--- src/rtl/bitlink_pkg.sv ---
package bitlink_pkg;
  typedef enum logic {SLOT_FIRST = 1'b0, SLOT_SECOND = 1'b1} slot_e;
  localparam logic IDLE_LEVEL = 1'b0;
endpackage

--- src/rtl/bitlink_interleave.sv ---
module bitlink_interleave
  import bitlink_pkg::*;
(
  input  logic clk,
  input  logic rst_n,
  input  logic a_valid,
  input  logic a_data,
  input  logic b_valid,
  input  logic b_data,
  output logic take,
  output logic line_out
);
  slot_e slot_q;
  logic  line_q;
  logic  b_hold_q;

  assign take     = (slot_q == SLOT_FIRST);
  assign line_out = line_q;

  always_ff @(posedge clk) begin
    if (!rst_n) begin
      slot_q   <= SLOT_FIRST;
      line_q   <= 1'b0;
      b_hold_q <= 1'b0;
    end else begin
      slot_q <= (slot_q == SLOT_FIRST) ? SLOT_SECOND : SLOT_FIRST;
      if (slot_q == SLOT_FIRST) begin
        line_q   <= a_valid ? a_data : IDLE_LEVEL;
        b_hold_q <= ~(b_valid ? b_data : IDLE_LEVEL);
      end else begin
        line_q   <= b_hold_q;
      end
    end
  end


  take_alternate_chk: assert property (@(posedge clk) disable iff (!rst_n)
    take |=> !take);

  first_slot_chk: assert property (@(posedge clk) disable iff (!rst_n)
    (take && a_valid) |=> (line_out == $past(a_data)));

  second_slot_chk: assert property (@(posedge clk) disable iff (!rst_n)
    (take && b_valid) |=> ##1 (line_out == !$past(b_data, 2)));

  idle_first_chk: assert property (@(posedge clk) disable iff (!rst_n)
    (take && !a_valid) |=> !line_out);
endmodule

--- src/rtl/bitlink_phase_hunt.sv ---
module bitlink_phase_hunt #(
  parameter int CNT_W = 8
) (
  input  logic             clk,
  input  logic             rst_n,
  input  logic [CNT_W-1:0] lock_len,
  input  logic             phase_t,
  input  logic             prev_bit,
  input  logic             cur_bit,
  output logic             locked,
  output logic             sel_phase
);
  localparam int NPH = 2;
  localparam logic [CNT_W-1:0] CNT_MAX = {CNT_W{1'b1}};

  logic [CNT_W-1:0] eff_len;
  logic             marker;
  logic [NPH-1:0]   hit;
  logic             lock_q;
  logic             sel_q;

  assign eff_len   = (lock_len == '0) ? CNT_W'(1) : lock_len;
  assign marker    = !prev_bit && cur_bit;
  assign locked    = lock_q;
  assign sel_phase = sel_q;

  for (genvar p = 0; p < NPH; p++) begin : g_phase
    logic [CNT_W-1:0] cnt_q;
    logic             mine;
    assign mine   = (phase_t == 1'(p));
    assign hit[p] = mine && marker && (({1'b0, cnt_q} + 1'b1) >= {1'b0, eff_len});
    always_ff @(posedge clk) begin
      if (!rst_n) begin
        cnt_q <= '0;
      end else if (mine && !lock_q) begin
        if (marker) cnt_q <= (cnt_q == CNT_MAX) ? CNT_MAX : cnt_q + 1'b1;
        else        cnt_q <= '0;
      end
    end
  end

  always_ff @(posedge clk) begin
    if (!rst_n) begin
      lock_q <= 1'b0;
      sel_q  <= 1'b0;
    end else if (!lock_q && (hit != '0)) begin
      lock_q <= 1'b1;
      sel_q  <= phase_t;
    end
  end


  lock_sticky_chk: assert property (@(posedge clk) disable iff (!rst_n)
    lock_q |=> lock_q);

  lock_needs_marker_chk: assert property (@(posedge clk) disable iff (!rst_n)
    $rose(lock_q) |-> $past(marker));

  sel_stable_chk: assert property (@(posedge clk) disable iff (!rst_n)
    (lock_q && $past(lock_q)) |-> $stable(sel_q));
endmodule

--- src/rtl/bitlink_split.sv ---
module bitlink_split (
  input  logic clk,
  input  logic rst_n,
  input  logic locked,
  input  logic sel_phase,
  input  logic phase_t,
  input  logic prev_bit,
  input  logic cur_bit,
  output logic a_valid,
  output logic a_data,
  output logic b_valid,
  output logic b_data
);
  logic strobe_q, a_q, b_q;
  logic fire;

  assign fire    = locked && (phase_t == sel_phase);
  assign a_valid = strobe_q;
  assign b_valid = strobe_q;
  assign a_data  = a_q;
  assign b_data  = b_q;

  always_ff @(posedge clk) begin
    if (!rst_n) begin
      strobe_q <= 1'b0;
      a_q      <= 1'b0;
      b_q      <= 1'b0;
    end else begin
      strobe_q <= fire;
      if (fire) begin
        a_q <= prev_bit;
        b_q <= ~cur_bit;
      end
    end
  end


  strobe_gap_chk: assert property (@(posedge clk) disable iff (!rst_n)
    strobe_q |=> !strobe_q);

  strobe_locked_chk: assert property (@(posedge clk) disable iff (!rst_n)
    strobe_q |-> locked);

  strobe_cadence_chk: assert property (@(posedge clk) disable iff (!rst_n)
    (strobe_q && locked) |=> ##1 strobe_q);
endmodule

--- src/rtl/bitlink_mux.sv ---
module bitlink_mux #(
  parameter int CNT_W = 8
) (
  input  logic             clk,
  input  logic             rst_n,
  input  logic [CNT_W-1:0] lock_len,
  input  logic             a_valid,
  input  logic             a_data,
  output logic             a_ready,
  input  logic             b_valid,
  input  logic             b_data,
  output logic             b_ready,
  output logic             line_out,
  input  logic             line_in,
  output logic             rx_lock,
  output logic             rx_a_valid,
  output logic             rx_a_data,
  output logic             rx_b_valid,
  output logic             rx_b_data
);
  logic take;
  logic prev_q;
  logic phase_q;
  logic sel_phase;

  assign a_ready = take;
  assign b_ready = take;

  bitlink_interleave u_tx (
    .clk(clk), .rst_n(rst_n),
    .a_valid(a_valid), .a_data(a_data),
    .b_valid(b_valid), .b_data(b_data),
    .take(take), .line_out(line_out)
  );

  always_ff @(posedge clk) begin
    if (!rst_n) begin
      prev_q  <= 1'b0;
      phase_q <= 1'b0;
    end else begin
      prev_q  <= line_in;
      phase_q <= ~phase_q;
    end
  end

  bitlink_phase_hunt #(.CNT_W(CNT_W)) u_hunt (
    .clk(clk), .rst_n(rst_n), .lock_len(lock_len),
    .phase_t(phase_q), .prev_bit(prev_q), .cur_bit(line_in),
    .locked(rx_lock), .sel_phase(sel_phase)
  );

  bitlink_split u_split (
    .clk(clk), .rst_n(rst_n),
    .locked(rx_lock), .sel_phase(sel_phase), .phase_t(phase_q),
    .prev_bit(prev_q), .cur_bit(line_in),
    .a_valid(rx_a_valid), .a_data(rx_a_data),
    .b_valid(rx_b_valid), .b_data(rx_b_data)
  );


  reset_quiet_chk: assert property (@(posedge clk)
    $past(!rst_n) |-> (!line_out && !rx_lock && !rx_a_valid && a_ready));
endmodule

--- config.mk ---
export PLATFORM = sky130hd
export DESIGN_NAME = bitlink_mux
export DESIGN_NICKNAME = d
export VERILOG_FILES = /design/src/rtl/bitlink_pkg.sv /design/src/rtl/bitlink_interleave.sv /design/src/rtl/bitlink_phase_hunt.sv /design/src/rtl/bitlink_split.sv /design/src/rtl/bitlink_mux.sv
export SDC_FILE = /design/constraint.sdc
export NUM_CORES = 1
export LEC_CHECK = 0
export ABC_AREA = 1
export BUFFER_PORTS_ARGS = -buffer_cell sky130_fd_sc_hd__buf_2
export CORE_MARGIN = 2
export CORE_UTILIZATION = 61
export DETAILED_ROUTE_END_ITERATION = 6
export HOLD_SLACK_MARGIN = 0.15
export PLACE_DENSITY = 0.85
export SYNTH_ARGS = -nofsm -noshare
export SYNTH_HDL_FRONTEND = slang
export SYNTH_SLANG_ARGS = --single-unit
--- constraint.sdc ---
create_clock -name clk -period 3.6 [get_ports clk]
set_input_delay 0.72 -clock clk [delete_from_list [all_inputs] [get_ports clk]]
set_output_delay 0.72 -clock clk [all_outputs]
set_load 0.01 [all_outputs]
== Word-level counts from Yosys, hierarchy flattened ==
Index checks and enable logic that the tools add are counted.

* Reduce and logical (&&, ||, !) cells: 13
* $lt $le $gt $ge: 2
* Equal/unequal tests: 3
* Add/sub/neg operators: 4
* Bitwise gates (word level): 4
* Mux-type cells: 9

{| class="wikitable"
|+ Operators with widths
! kind !! number
|-
| 2-to-1 mux 8 bit || 5
|-
| adder 8 x 1 -> 9 bit (second input constant) || 2
|-
| greater-or-equal comparator 9 x 8 -> 1 bit || 2
|-
| adder 8 x 1 -> 8 bit (second input constant) || 2
|-
| equality test 8 bit (second input constant) || 2
|-
| logical AND 1 bit || 9
|-
| zero test 8 bit || 1
|-
| 2-to-1 mux 1 bit || 4
|-
| inverter 1 bit || 4
|-
| zero test 1 bit || 2
|-
| nonzero test 2 bit || 1
|-
| equality test 1 bit || 1
|}

* Register bits: 26
* Output and inout port bits: 8

== Depth between registers and ports, before layout ==
* Depth in word-level cells: 6
* Mapped depth: 18
* Depth with buffers taken out: 18

== Cells and area by module ==
A second synthesis with hierarchy kept.

* Cells, all modules: 248
* Area, all modules: 1721.7 µm²

{| class="wikitable"
|+ By module, submodules not included
! module !! sequential area each (µm²) !! cells an instance !! area an instance (µm²) !! instances
|-
| bitlink_phase_hunt || 360.3 || 203 || 1397.6 || 1
|-
| bitlink_split || 60.1 || 24 || 153.9 || 1
|-
| bitlink_interleave || 60.1 || 14 || 105.1 || 1
|-
| bitlink_mux || 40.0 || 7 || 65.1 || 1
|}

== Least setup slack after synthesis ==
OpenSTA, ideal clock, no wires.

* Kind: input port to flip-flop
* Start point: input port lock_len[1]
* End point: register u_hunt.sel_q, in the netlist u_hunt.sel_phase
* Path buffers: 0
* Path slack: 1.506 ns
* Library setup time: 0.109 ns
* Stages: 15
* Arrival: 1.984 ns
* Cells stage by stage: nor4_1 > a41o_1 > ha_1 > inv_1 > nand2_1 > nand2_1 > nand3_1 > nand2_1 > nand2_1 > nand2_1 > nand2_2 > nand2_2 > nand3_1 > nand2_1 > inv_1

* Word-level cells in the longest chain between the ends: 6
* Elaborated cells between the ends (all ways): 8
* Classes of those cells: 2 x order compare; 1 x mux; 5 x reduce/logical

{| class="wikitable"
|+ RTL lines
! item !! RTL line !! source
|-
| start, declared || bitlink_mux.sv:6 || <nowiki>input logic [CNT_W-1:0] lock_len,</nowiki>
|-
| zero test 8 bit || bitlink_phase_hunt.sv:22 || <nowiki>assign eff_len = (lock_len == '0) ? CNT_W'(1) : lock_len;</nowiki>
|-
| 2-to-1 mux 8 bit (*) || bitlink_phase_hunt.sv:22 ||
|-
| greater-or-equal comparator 9 x 8 -> 1 bit || bitlink_phase_hunt.sv:31 || <nowiki>assign hit[p] = mine && marker && (({1'b0, cnt_q} + 1'b1) >= {1'b0, eff_len});</nowiki>
|-
| logical AND 1 bit || bitlink_phase_hunt.sv:31 ||
|-
| nonzero test 2 bit (*) || bitlink_phase_hunt.sv:46 || <nowiki>end else if (!lock_q && (hit != '0)) begin</nowiki>
|-
| logical AND 1 bit (*) || bitlink_phase_hunt.sv:46 ||
|-
| end signal, assigned || bitlink_phase_hunt.sv:48 || <nowiki>sel_q <= phase_t;</nowiki>
|-
| end, declared || bitlink_phase_hunt.sv:20 || <nowiki>logic sel_q;</nowiki>
|}

Every way passes the cells marked *; elsewhere a longest branch is shown, timed or not.
A chain may end at the register's enable or synchronous reset.

== Worst setup path in the final report ==
* Start point: register u_hunt.g_phase[1].cnt_q[0]
* End point: register u_hunt.sel_q, in the netlist u_hunt.sel_phase

* Word-level cells in the longest chain between the ends: 5

{| class="wikitable"
|+ RTL lines
! item !! RTL line !! source
|-
| start, declared || bitlink_phase_hunt.sv:28 || <nowiki>logic [CNT_W-1:0] cnt_q;</nowiki>
|-
| start signal, assigned || bitlink_phase_hunt.sv:36 || <nowiki>if (marker) cnt_q <= (cnt_q == CNT_MAX) ? CNT_MAX : cnt_q + 1'b1;</nowiki>
|-
| adder 8 x 1 -> 9 bit || bitlink_phase_hunt.sv:31 ||
|-
| greater-or-equal comparator 9 x 8 -> 1 bit || bitlink_phase_hunt.sv:31 ||
|-
| logical AND 1 bit || bitlink_phase_hunt.sv:31 ||
|-
| nonzero test 2 bit || bitlink_phase_hunt.sv:46 ||
|-
| logical AND 1 bit || bitlink_phase_hunt.sv:46 ||
|}

Every way passes these cells.

==> metrics.md <==
| Metric | Value |
|---|---|
| Slew headroom | `58.2%` |
| Count of final setup violators | `0` |
| CTS root buf | `clkbuf_4` |
| Inst Count DP | `277` |
| Iter 0 DRT Violations | `a little over 70` |
| Routed wire per std cell | `10.6 um` |
| Slew @ Worst Pin | `0.627 ns` |
| Pwr Density | `slightly above 300 nW/um^2` |
| MaxCap Viol Count | `0` |
| Largest family of logic cells by synthesized area | `simple AND/OR/NAND/NOR gates` |
| Layout cells sized above 1 | `14.7%` |
| Multi-input gate area | `955 sq um` |
| Psw | `0.130 mW` |
| Detailed Route WL | `2980 um` |
| Core area | `2520 sq um` |
| Critical Path RT | `3.85 ns` |
| Clock transition at path regs | `0.15 ns` |
| H-tree depth | `1` |
| Syn Area/Cell | `7.15 sq um` |
| CP startpoint kind | `register` |
| Post-Synth XOR/XNOR Area | `5.86%` |
| Ant diodes | `0` |
| PostCTS Resize Cnt | `0` |
| Type of destination of the critical path | `register` |
| Synthesized Nets | `~260` |
| Total GRT Usage | `between 20% and 30%` |
| Routed vias/inst | `5.04` |
| Area Growth Syn to Fin | `10.5%` |
| TNS Setup | `0 ns` |
| Synth Instances | `230` |
| Largest area contributor in the netlist | `dfxtp_1` |
| Pin count of the biggest net entering global routing | `21` |
| Max frequency | `467 MHz` |
| # fillers | `around 240` |
| Die area | `3130 sq um` |
| Status | `finished clean` |
| Finished Layout Cells | `281` |
| Setup Buffers After CTS | `0` |
| Reg with most FFs | `u_hunt.g_phase.cnt_q` |
| Synth top area share | `31.6%` |
| First-pass GRT wire length | `about 5300 um` |
| Crit-path max cell delay | `0.45 ns` |
| First-pass detailed-route iteration total | `4` |
| I/O pin cnt | `23` |
| Switch share | `23.2%` |
| Post-CTS Hold Fix Bufs | `0` |
| Via count of the first global-routing pass | `1292` |
| Initial core utilization | `65.2%` |
| Final Max Tran Viols | `0` |
| CTS Sinks | `26` |
| GP Congestion | `0.819` |
| Synthesized cell area | `1650 sq um` |
| Pleak | `0.958 nW` |
| Worst skew pair latency | `0.32 ns` |
| Peak supply drop | `roughly 290 uV` |
| Die Ht | `roughly 56 um` |
| Initial antenna violation count | `0` |
| Total Nets Final | `285` |
| Clk_skew | `~0.0066 ns` |
| TritonCTS clock tree | `done` |
| Post-synthesis compound-gate area fraction | `13.4%` |
| CP Class | `reg2reg` |
| Max FFs per register | `16` |
| Fin. Hold Viols | `0` |
| Synth Area in Adders | `a little over an eighth` |
| Fin crit share | `59.4%` |
| Clock share of power | `36.2%` |
| Hold Path Class | `reg2reg` |
| Netlist cell types | `24` |
| Row cnt | `18` |
| Buffers on Ports | `22` |
| Worst EP arrival | `2.39 ns` |
| Multiplexer area fraction after synthesis | `0%` |
| Crit-path max FO | `5` |
| Critical path, cell by cell | `ha_1 -> nand2_1 -> inv_1 -> nand2_1 -> xor2_1 -> ha_1 -> nand2_1 -> inv_1 -> nand3b_1 -> nand3_1 -> nand2_1 -> nand2_1 -> nand2_1 -> nand2_1 -> nand2_1 -> nand3_1 -> nand2_1 -> inv_1` |
| Horiz. Die Dim | `55.9 um` |
| Yosys reg bits | `26` |
| DRC Markers | `0` |
| Sequential fraction of design power | `between 50% and 60%` |
| RSZ-0062 raised after global routing | `false` |
| Comb power frac | `roughly a tenth` |
| Post-synthesis sequential area ratio | `31.6%` |
| Slowest-stage cell, CP | `dfxtp_1` |
| Register area | `approximately 520 sq um` |
| TritonCTS buffer count | `3` |
| HPWL after DPL | `roughly 2300 um` |
| Pint | `0.428 mW` |
| DRT antenna net count | `0` |
| Total grt overflow | `0` |
| Commonest non-fill, non-tap cell in the layout | `nand2_1` |
| Yosys warning count | `0` |
| Vias | `1417` |
| Final critical path time including I/O delays and setup | `2.14 ns` |
| Finished Core Util | `72.1%` |
| Most frequent cells in the layout | `nand2_1, inv_1, dfxtp_1` |
| Simple-gate share of the synthesized area | `25.1%` |
| CTS Buffer Depth | `2` |
| Critical Path Most Common Cell | `nand2_1` |
| Synth top area cells | `dfxtp_1, ha_1, nand2_1` |
## cell usage after synthesis, drive strengths merged
master / number
o21ai: 18
ha: 18
xor2: 8
or2: 2
a41o: 1
dfxtp: 26
a21oi: 24
clkbuf: 2
buf: 3
nand2: 58
nor4: 2
xnor2: 3
nand3: 11
nand3b: 1
nor2: 15
inv: 38
## cells by family after synthesis
group / after synthesis
XOR/XNOR: 11
flip-flops: 26
AO/OA/AOI/OAI: 43
adder cells (fa/ha/maj): 18
buffers and inverters: 43
AND/OR/NAND/NOR: 89
## per-stage QoR
step                      hold slack (ns)  worst slack, ns  area (sq um)  total power [mW]
final                               0.449             1.46          1820             0.558
after global routing                0.494             1.15          1820             0.587
after CTS                           0.452             1.46          1820             0.564
after detailed placement            0.432             1.28          1770             0.363
after floorplan                     0.430             1.51          1650             0.343
after global placement              0.429             1.30          1770             0.361
## final timing paths
| path | endpoint | start | depth (start not counted) | slack [ns] |
|---|---|---|---|---|
| setup reg to reg | u_hunt.sel_phase | u_hunt.g_phase[1].cnt_q[0] | 18 | 1.46 |
| hold reg to reg | u_split.b_data | u_split.b_data | 2 | 0.45 |
| setup / recovery | u_hunt.sel_phase | u_hunt.g_phase[1].cnt_q[0] | 18 | 1.46 |
| hold / removal | u_split.b_data | u_split.b_data | 2 | 0.45 |
## per-layer routing
layer | GRT usage, % | vias to the layer above | share of wire (%)
li1 | - | 775 | -
met1 | 24.9 | 627 | 48
met2 | 38.1 | 11 | 49
met3 | 3.02 | 4 | 1.8
met4 | 5.44 | 0 | 0.97
met5 | 0 | - | 0
## power by group through the flow
| stage | logic (mW) | clock network (mW) | registers [mW] |
|---|---|---|---|
| global placement | 0.0572 | 0 | 0.304 |
| finish | 0.0581 | 0.202 | 0.298 |
| detailed placement | 0.0584 | 0 | 0.304 |
| floorplan | 0.0397 | 0 | 0.304 |
| global route | 0.0671 | 0.221 | 0.299 |
| CTS | 0.0590 | 0.207 | 0.298 |
## area by class of cell
| type | instances | area share [%] |
|---|---|---|
| Inverter | 38 | 7.85 |
| Tap cell | 30 | 2.06 |
| Clock buffer | 3 | 1.24 |
| Sequential cell | 26 | 28.6 |
| Multi-Input combinational cell | 161 | 52.5 |
| Clock inverter | 1 | 1.65 |
| Timing Repair Buffer | 22 | 6.06 |
## critical path: cells and delay by family (launching register included)
family | cells | cell delay (ns)
flops | 1 | 0.45
simple gates | 12 | 0.77
fa+ha+maj | 2 | 0.49
xor+xnor | 1 | 0.21
buf+inv | 3 | 0.15
Note: power is estimated with default switching activity, not from simulation.
